`src/rtl/mpc_pkg.sv`:
```
package mpc_pkg;

    localparam int ADDR_W    = 32;
    localparam int FAULT_W   = 5;
    localparam int GRAN_BITS = 5;

    localparam logic [FAULT_W-1:0] FC_NONE  = 5'h00;
    localparam logic [FAULT_W-1:0] FC_BACKG = 5'h00;
    localparam logic [FAULT_W-1:0] FC_PERM  = 5'h0D;

    localparam logic [ADDR_W-1:0] PPB_LO = 32'hE000_0000;
    localparam logic [ADDR_W-1:0] PPB_HI = 32'hE00F_FFFF;
    localparam logic [ADDR_W-1:0] SYS_LO = 32'hE000_0000;

    typedef enum logic [1:0] {
        ACC_READ  = 2'd0,
        ACC_WRITE = 2'd1,
        ACC_FETCH = 2'd2
    } acc_kind_e;

    typedef struct packed {
        logic rd;
        logic wr;
        logic ex;
    } perm_t;

    typedef struct packed {
        logic [ADDR_W-1:0] base;
        logic [ADDR_W-1:0] limit;
    } region_t;

    typedef struct packed {
        logic [1:0] ap;
        logic       xn;
    } rgn_attr_t;

    function automatic logic in_ppb(input logic [ADDR_W-1:0] a);
        return (a >= PPB_LO) && (a <= PPB_HI);
    endfunction

    function automatic logic in_sys(input logic [ADDR_W-1:0] a);
        return a >= SYS_LO;
    endfunction

    // Read/write grant for a 2-bit permission code at the given level.
    function automatic perm_t ap_grant(input logic [1:0] ap, input logic priv);
        perm_t p;
        p.ex = 1'b0;
        p.rd = priv | ap[0];
        p.wr = (priv | ap[0]) & ~ap[1];
        return p;
    endfunction

endpackage

```
`src/rtl/mpc_region_bank.sv`:
```
module mpc_region_bank
    import mpc_pkg::*;
#(
    parameter int NUM_REGIONS = 8,
    localparam int IDX_W = $clog2(NUM_REGIONS)
) (
    input  logic                         clk,
    input  logic                         rst,
    input  logic                         we,
    input  logic [IDX_W-1:0]             idx,
    input  logic                         sel,
    input  logic [ADDR_W-1:0]            wdata,
    output region_t [NUM_REGIONS-1:0]    regions
);

    region_t [NUM_REGIONS-1:0] regs_q;

    for (genvar g = 0; g < NUM_REGIONS; g++) begin : g_rgn
        always_ff @(posedge clk) begin
            if (rst) begin
                regs_q[g] <= '0;
            end else if (we && (idx == IDX_W'(g))) begin
                if (sel) regs_q[g].limit <= wdata;
                else     regs_q[g].base  <= wdata;
            end
        end
    end

    assign regions = regs_q;

endmodule

```
`src/rtl/mpc_region_match.sv`:
```
module mpc_region_match
    import mpc_pkg::*;
#(
    parameter int NUM_REGIONS = 8
) (
    input  region_t [NUM_REGIONS-1:0] regions,
    input  logic [ADDR_W-1:0]         addr,
    output logic [NUM_REGIONS-1:0]    hit_vec,
    output rgn_attr_t                 sel_attr
);

    rgn_attr_t [NUM_REGIONS-1:0] attr_masked;

    for (genvar g = 0; g < NUM_REGIONS; g++) begin : g_cmp
        logic [ADDR_W-1:0] lo, hi;
        assign lo = {regions[g].base[ADDR_W-1:GRAN_BITS],  {GRAN_BITS{1'b0}}};
        assign hi = {regions[g].limit[ADDR_W-1:GRAN_BITS], {GRAN_BITS{1'b1}}};
        assign hit_vec[g] = regions[g].limit[0] && (addr >= lo) && (addr <= hi);
        assign attr_masked[g] = hit_vec[g] ? rgn_attr_t'(regions[g].base[2:0]) : '0;
    end

    // OR-combine; only meaningful when exactly one region hits.
    always_comb begin
        sel_attr = '0;
        for (int i = 0; i < NUM_REGIONS; i++) begin
            sel_attr = sel_attr | attr_masked[i];
        end
    end

endmodule

```
`src/rtl/mpc_perm_eval.sv`:
```
module mpc_perm_eval
    import mpc_pkg::*;
#(
    parameter int NUM_REGIONS = 8
) (
    input  logic                      mpu_en,
    input  logic                      priv_default,
    input  logic                      priv,
    input  logic [ADDR_W-1:0]         addr,
    input  logic [1:0]                kind,
    input  logic [NUM_REGIONS-1:0]    hit_vec,
    input  rgn_attr_t                 attr,
    output logic                      fault,
    output logic [FAULT_W-1:0]        code,
    output perm_t                     perm
);

    logic use_bg, any_hit, multi_hit, sys, granted;
    perm_t rw;

    assign sys       = in_sys(addr);
    assign use_bg    = !mpu_en || in_ppb(addr) || (priv_default && priv);
    assign any_hit   = |hit_vec;
    assign multi_hit = |(hit_vec & (hit_vec - NUM_REGIONS'(1)));
    assign rw        = ap_grant(attr.ap, priv);

    always_comb begin
        perm  = '0;
        fault = 1'b0;
        code  = FC_NONE;
        if (use_bg) begin
            perm.rd = 1'b1;
            perm.wr = 1'b1;
            perm.ex = !sys;
        end else if (multi_hit) begin
            fault = 1'b1;
            code  = FC_PERM;
        end else if (!any_hit) begin
            fault = 1'b1;
            code  = FC_BACKG;
        end else begin
            perm.rd = rw.rd;
            perm.wr = rw.wr;
            perm.ex = (rw.rd | rw.wr) && !attr.xn && !sys;
        end

        if (use_bg || (any_hit && !multi_hit)) begin
            unique case (kind)
                ACC_READ:  granted = perm.rd;
                ACC_WRITE: granted = perm.wr;
                ACC_FETCH: granted = perm.ex;
                default:   granted = 1'b0;
            endcase
            if (!granted) begin
                fault = 1'b1;
                code  = FC_PERM;
            end
        end else begin
            granted = 1'b0;
        end
    end

endmodule

```
`src/rtl/mpc_top.sv`:
```
module mpc_top
    import mpc_pkg::*;
#(
    parameter int NUM_REGIONS = 8,
    localparam int IDX_W = $clog2(NUM_REGIONS)
) (
    input  logic               clk,
    input  logic               rst,
    input  logic               cfg_we,
    input  logic [IDX_W-1:0]   cfg_idx,
    input  logic               cfg_sel,
    input  logic [31:0]        cfg_wdata,
    input  logic               ctl_mpu_en,
    input  logic               ctl_priv_default,
    input  logic [31:0]        acc_addr,
    input  logic [1:0]         acc_type,
    input  logic               acc_priv,
    output logic               fault,
    output logic [4:0]         fault_code,
    output logic               perm_rd,
    output logic               perm_wr,
    output logic               perm_ex
);

    region_t [NUM_REGIONS-1:0] regions;
    logic [NUM_REGIONS-1:0]    hit_vec;
    rgn_attr_t                 sel_attr;
    perm_t                     perm;

    mpc_region_bank #(.NUM_REGIONS(NUM_REGIONS)) u_bank (
        .clk     (clk),
        .rst     (rst),
        .we      (cfg_we),
        .idx     (cfg_idx),
        .sel     (cfg_sel),
        .wdata   (cfg_wdata),
        .regions (regions)
    );

    mpc_region_match #(.NUM_REGIONS(NUM_REGIONS)) u_match (
        .regions  (regions),
        .addr     (acc_addr),
        .hit_vec  (hit_vec),
        .sel_attr (sel_attr)
    );

    mpc_perm_eval #(.NUM_REGIONS(NUM_REGIONS)) u_eval (
        .mpu_en       (ctl_mpu_en),
        .priv_default (ctl_priv_default),
        .priv         (acc_priv),
        .addr         (acc_addr),
        .kind         (acc_type),
        .hit_vec      (hit_vec),
        .attr         (sel_attr),
        .fault        (fault),
        .code         (fault_code),
        .perm         (perm)
    );

    assign perm_rd = perm.rd;
    assign perm_wr = perm.wr;
    assign perm_ex = perm.ex;

endmodule

```
`config.mk`:
```
export PLATFORM = sky130hd
export DESIGN_NAME = mpc_top
export DESIGN_NICKNAME = d
export VERILOG_FILES = /design/src/rtl/mpc_pkg.sv /design/src/rtl/mpc_region_bank.sv /design/src/rtl/mpc_region_match.sv /design/src/rtl/mpc_perm_eval.sv /design/src/rtl/mpc_top.sv
export SDC_FILE = /design/constraint.sdc
export NUM_CORES = 2
export LEC_CHECK = 0
export ABC_AREA = 1
export BUFFER_PORTS_ARGS = -buffer_cell sky130_fd_sc_hd__buf_2
export CAP_MARGIN = 5
export CELL_PAD_IN_SITES_DETAIL_PLACEMENT = 0
export CELL_PAD_IN_SITES_GLOBAL_PLACEMENT = 1
export CORE_MARGIN = 2
export CORE_UTILIZATION = 47
export CTS_CLUSTER_SIZE = 24
export DETAILED_ROUTE_END_ITERATION = 10
export PLACE_DENSITY = 0.89
export SLEW_MARGIN = 20
export SYNTH_ARGS = -nofsm -noshare
export SYNTH_HDL_FRONTEND = slang
export SYNTH_SLANG_ARGS = --single-unit
```
`constraint.sdc`:
```
create_clock -name clk -period 5.2 [get_ports clk]
set_input_delay 1.56 -clock clk [delete_from_list [all_inputs] [get_ports clk]]
set_output_delay 1.56 -clock clk [all_outputs]
set_load 0.01 [all_outputs]
```
# --- Yosys cells after proc, flatten, opt, wreduce, memory -nomap -nowiden ---
# Cells that the tools add are included.
word_totals:
  word_cells: 135
  in_bits: 76
  output_inout_bits: 9
  regBits: 512
classes:
  muxes: 22
  bitwise_logic: 13
  n_addsub: 1
  order_cmp: 18
  reduce_logical: 56
  n_eq_ne: 9
ops:
  columns: ["cell", "n"]
  rows:
  - ["greater-or-equal comparator 32 bit", 8]
  - ["less-or-equal comparator 32 bit", 8]
  - ["2-to-1 mux 3 bit", 11]
  - ["greater-or-equal comparator 32 bit, second input constant", 1]
  - ["less-or-equal comparator 32 bit, second input constant", 1]
  - ["AND reduction 2 bit", 16]
  - ["logical AND 1 bit", 29]
  - ["bitwise OR 3 bit", 7]
  - ["OR reduction 8 bit", 2]
  - ["2-to-1 mux 5 bit", 3]
  - ["equality test 3 bit, second input constant", 4]
  - ["AND 8 bit", 1]
  - ["subtractor 8 x 1 -> 8 bit, second input constant", 1]
  - ["equality test 3 x 2 -> 1 bit, second input constant", 2]
  - ["2-to-1 mux 1 bit", 6]
  - ["logical NOT 1 bit", 4]
  - ["2-to-1 mux 4 bit", 1]
  - ["equality test 3 x 1 -> 1 bit, second input constant", 1]
  - ["logical NOT 3 bit", 1]
  - ["logical OR 1 bit", 3]
  - ["case mux 1 bit (3 select lines)", 1]
  - ["equality test 2 x 1 -> 1 bit, second input constant", 1]
  - ["equality test 2 bit, second input constant", 1]
  - ["logical NOT 2 bit", 1]
  - ["other kinds (3)", 5]

# --- Logic depth before layout (Yosys ltp) ---
depth:
  word_depth: 23
  depth_mapped: 22
  depth_no_buf: 21

# --- By module ---
# Synthesis repeated with hierarchy kept, for this count alone.
unflattened:
  hier_cells: 5828
  hier_area_um2: 35511.6
modules_own_cells:
  columns: ["mod", "area_each_um2", "cells_per_inst", "seq_area_each_um2", "instances"]
  rows:
  - ["mpc_region_bank", 22610.4, 3629, 10249.8, 1]
  - ["mpc_region_match", 12534.5, 2121, 0.0, 1]
  - ["mpc_perm_eval", 366.6, 78, 0.0, 1]

# --- Worst setup path after synthesis ---
# Ideal clock, no wire load.
synth_path:
  path_type: "in2out"
  start: "in acc_addr[23]"
  end: "out fault_code[2]"
  setup_slack_ns: -0.113
  path_buffers: 1
  t_arrival_ns: 3.753
  required_ns: 3.640
  stages: 17
  cell_sequence: "ha_1 nand2_1 nor2_1 nand2_1 nor3b_1 nand2_1 nand2_1 nand2_2 nand2_1 nand2_2 o21ai_0 nand4_2 o21ai_0 nand2_1 nand3_1 nor2_1 buf_4"
synth_via:
  elab_cells_between_ends: 76
  classes_between: "add/sub: 1; order compare: 18; mux: 17; bitwise: 12; reduce/logical: 28"
synth_lines:
  columns: ["element", "line", "rtl"]
  rows:
  - ["start, declared", "mpc_top.sv:15", "input logic [31:0] acc_addr,"]
  - ["greater-or-equal comparator 32 bit", "mpc_region_match.sv:18", "assign hit_vec[g] = regions[g].limit[0] && (addr >= lo) && (addr <= hi);"]
  - ["logical AND 1 bit (2 in series)", "mpc_region_match.sv:18", null]
  - ["2-to-1 mux 3 bit", "mpc_region_match.sv:19", "assign attr_masked[g] = hit_vec[g] ? rgn_attr_t'(regions[g].base[2:0]) : '0;"]
  - ["bitwise OR 3 bit (7 in series)", "mpc_region_match.sv:26", "sel_attr = sel_attr | attr_masked[i];"]
  - ["bitwise OR 1 bit", "mpc_pkg.sv:49", "p.rd = priv | ap[0];"]
  - ["2-to-1 mux 3 bit", "mpc_perm_eval.sv:38", "end else if (!any_hit) begin"]
  - ["2-to-1 mux 3 bit", "mpc_perm_eval.sv:35", "end else if (multi_hit) begin"]
  - ["2-to-1 mux 3 bit *", "mpc_perm_eval.sv:31", "if (use_bg) begin"]
  - ["net perm_rd", "mpc_top.sv:20", "output logic perm_rd,"]
  - ["case mux 1 bit (3 select lines) *", "mpc_perm_eval.sv:48", "unique case (kind)"]
  - ["2-to-1 mux 1 bit *", "mpc_perm_eval.sv:47", "if (use_bg || (any_hit && !multi_hit)) begin"]
  - ["2-to-1 mux 5 bit *", "mpc_perm_eval.sv:54", "if (!granted) begin"]
  - ["2-to-1 mux 5 bit *", "mpc_perm_eval.sv:47", null]
  - ["end, declared", "mpc_top.sv:19", "output logic [4:0] fault_code,"]
# Mark *: on every way through the listed nets, which the timed path passes. The rest lies on a longest branch. The select of a mux whose other input is x is not followed.

# --- Final worst setup path ---
layout_path:
  start: "in acc_addr[19]"
  end: "out fault_code[0]"
layout_via:
  elab_chain_len: 23
  elab_cells_between_ends: 76
  classes_between: "add/sub: 1; order compare: 18; mux: 17; bitwise: 12; reduce/logical: 28"
layout_lines:
  columns: ["element", "line", "rtl"]
  rows:
  - ["greater-or-equal comparator 32 bit", "mpc_region_match.sv:18", null]
  - ["logical AND 1 bit (2 in series)", "mpc_region_match.sv:18", null]
  - ["2-to-1 mux 3 bit", "mpc_region_match.sv:19", null]
  - ["bitwise OR 3 bit (7 in series)", "mpc_region_match.sv:26", null]
  - ["bitwise OR 1 bit / NOT 1 bit (equally long branches)", "mpc_pkg.sv:49, mpc_pkg.sv:50", null]
  - ["AND 1 bit", "mpc_pkg.sv:50", "p.wr = (priv | ap[0]) & ~ap[1];"]
  - ["bitwise OR 1 bit", "mpc_perm_eval.sv:44", "perm.ex = (rw.rd | rw.wr) && !attr.xn && !sys;"]
  - ["logical AND 1 bit (2 in series)", "mpc_perm_eval.sv:44", null]
  - ["2-to-1 mux 3 bit", "mpc_perm_eval.sv:38", null]
  - ["2-to-1 mux 3 bit", "mpc_perm_eval.sv:35", null]
  - ["2-to-1 mux 3 bit", "mpc_perm_eval.sv:31", null]
  - ["case mux 1 bit (3 select lines)", "mpc_perm_eval.sv:48", null]
  - ["2-to-1 mux 1 bit", "mpc_perm_eval.sv:47", null]
  - ["2-to-1 mux 5 bit", "mpc_perm_eval.sv:54", null]
  - ["2-to-1 mux 5 bit *", "mpc_perm_eval.sv:47", null]
# Every way passes the cells marked *; elsewhere a longest branch is shown, timed or not. The select of a mux whose other input is x is not followed.

==> metrics.cfg <==
[clock_network]
cts-root-buf = clkbuf_16
cts_tree = yes
worstSkewPairLatency_ns = 0.59
cts.clk_slew.worst_paths_ns = 0.06
clock_sinks = 464
htreeDepth = 2
cts_made_buffers = 53
max-clock-path-buffers = 3

[synthesis]
async_flop_share = 0
synth-simple-area-share = 0.218
synth_top_family_by_area = simple AND/OR/NAND/NOR gates
yosys_warnings = 0
synth_top_area_share = 0.325
synth.area.top_cells = dfxtp_1 (33%), ha_1 (19%), a211oi_1 (11%)
syn_area_um2 = 28600
netlist-cell-type-count = 34
synth-seq-area-share = 0.325
ys.flop_type = dfxtp_1
synthAdderAreaFrac = 0.189
synth-compound-area-share = 0.160
synthXorXnorAreaFrac = 0
synth_seq_cells = 464
synth_edf_count = 0
syn_area_per_cell_um2 = 7.31
syn_inst = 3906
synth_mux_area_frac = 0
yosys.area.top_type = dfxtp_1

[worst_setup_path]
crit_required_ns = 3.64
rr_worst_depth = 2
end_kind = primary output
cp.arrival_ns = 4.15
crit_start = acc_addr[19]
critical_path.slowest_cell = ha_1
worst-path-buf-inv = 5
reg2reg_slack_ns = 4.46
setup.worst_path.start_class = primary input
crit_end = fault_code[0]
cp_cell_sequence = buf_4, buf_12, ha_1, nand2_1, inv_1, nand2_1, nand2_1, nand2_1, nand2_1, a21oi_2, buf_4, nand2_1, nand2_2, nand2_2, nand2_4, nor2_4, nand2_1, nand2_2, nand4_4, nand2_2, nand4_1, nand3_2, nor2_2, buf_2
crit_family = simple AND/OR/NAND/NOR gates
crit_fanout = 6
setup.worst_path.class = primary input to primary output
crit_path_frequent_cell = nand2_1
worstReg2RegEnd = u_bank.regions[384]
r2r-start = u_bank.regions[384]
path_depth = 24
cp_slowest_stage_delay_ns = 0.31

[power_and_ir_drop]
total_leakage_power_nw = 14.7
power.switching_w = 0.00255
max-vdd-ir-drop_v = 0.000259
switching_share = 0.280
pwr_density_cell_nw_per_um2 = 262
p_comb_frac = 0.165
p_seq_frac = 0.401
p_int_w = 0.00657
clkPwrFrac = 0.435

[status]
violations = setup timing
status = finished, violations left

[place]
gp_congestion = 0.911
hpwl_um = 61600
dp_slack_ns = -0.824
port_buffers = 80

[timing]
finClkSkew_ns = 0
finalCritPeriodShare = 1.10
finalHoldViolCount = 0
fin_ws_ns = -0.514
max_slew_margin = 0.433
setup-violations-final = 7
worst_pin_slew_ns = 0.850
rsz0062_at_grt = yes
maxSlewViolCount = 0
post-route-min-period_ns = 5.71
fmax_ghz = 0.175
tns_ns = -3.23

[detailed_routing]
avgRoutedWirePerCell_um = 18.2
first_iter_violations = 1910
drc = 0
m1WireLength_um = 39200
met3WireLength_um = 5300
first_pass_iters = 5
vias = 25838
highest_layer = met4
wl_met2_um = 40400
antenna_left = 0
vias_per_cell = 5.27
wl_um = 89100

[die]
die_y_um = 251
die_x_um = 251
io_pins = 85
row_count = 90
dieArea_um2 = 62800
start_util = 0.474
core_area_um2 = 60200

[run]
cap_violations = 0

[global_route]
antenna_found_initial = 7
grt_overflow = 0
grt_max_degree = 116
grt_pass1_wl_um = 137000
grt_usage = 0.281
grt_pass1_vias = 24349

[cells_and_area]
finalNetCount = 4585
drive_above_1_share = 0.154
final_util = 0.577
final_cell_mix = nor2_1 (599), inv_1 (592), nand2_1 (587), dfxtp_1 (464), a211oi_1 (425)
layout_commonest_cell = nor2_1
area_growth_pct = 21.8
largest_reg_flops = 464

[hold_path]
hold_path_class = flip-flop to flip-flop
min_path_cells = 2

Yosys cell counts (all sizes together), types with 3 or more instances:
master and n:
clkinv 3, o21ai 20, dfxtp 464, nor2 644, nor3 14, nor3b 3
nor4 4, buf 48, clkbuf 163, nand3 90, nand4 94, ha 432
a21o 38, inv 598, a211oi 425, o21a 9, nand2 661, and2 10
a21oi 179
power by group through the flow:
| stage | combinational (W) | clock, W | sequential [W] |
|---|---|---|---|
| after floorplan | 0.000784 | 0 | 0.00372 |
| final | 0.00150 | 0.00396 | 0.00365 |
| after CTS | 0.00143 | 0.00401 | 0.00365 |
| after global placement | 0.00134 | 0 | 0.00373 |
| after global routing | 0.00167 | 0.00416 | 0.00366 |
| after detailed placement | 0.00136 | 0 | 0.00373 |
metal layers:
metal,vias to the layer above,global-route usage
li1,13301,-
met1,11740,0.368
met2,638,0.457
met3,159,0.0360
met4,0,0.137
met5,-,0
worst min-delay path: stages (launching register included):
cell and delay [ns]:
dfxtp_1 0.31, nand2_1 0.06, a21oi_1 0.05
layout make-up:
| class | instances | area (um2) |
|---|---|---|
| sequential | 464 | 9290 |
| tap | 782 | 978 |
| antenna | 5 | 12.5 |
| timing repair buffer | 326 | 3020 |
| fill | 5530 | 25500 |
| clock inverter | 15 | 204 |
| clock buffer | 83 | 1630 |
| inverter | 601 | 2260 |
| multi-input combinational | 2631 | 17400 |
cell families after synthesis:
family / count (synthesis)
other: 1
adders and majority gates: 432
buffers and inverters: 812
AOI/OAI and AO/OA: 673
and+or+nand+nor: 1524
DFF: 464
metrics by stage:
stage / total power [W] / cells / instance area [um2] / hold slack [ns]
global route: 0.00949 / 4906 / 34800 / 0.485
global placement: 0.00507 / 4797 / 31500 / 0.450
CTS: 0.00909 / 4900 / 34000 / 0.463
finish: 0.00911 / 4907 / 34800 / 0.465
floorplan: 0.00451 / 3907 / 28600 / 0.441
detailed placement: 0.00509 / 4797 / 31500 / 0.454
repair_timing:
action,in CTS,in global routing
resized for setup,125,148
gates cloned,2,0
buffers inserted,5,2
hold buffers,0,0
endpoints found under the setup margin,7,7
pin swaps,58,89
worst min-delay path by stage:
stage	from	end
after floorplan	u_bank.regions[162]	u_bank.regions[162]
after global placement	u_bank.regions[416]	u_bank.regions[416]
after detailed placement	u_bank.regions[161]	u_bank.regions[161]
after CTS	u_bank.regions[161]	u_bank.regions[161]
after global routing	u_bank.regions[409]	u_bank.regions[409]
final	u_bank.regions[161]	u_bank.regions[161]
Note: power is estimated with default switching activity, not from simulation.
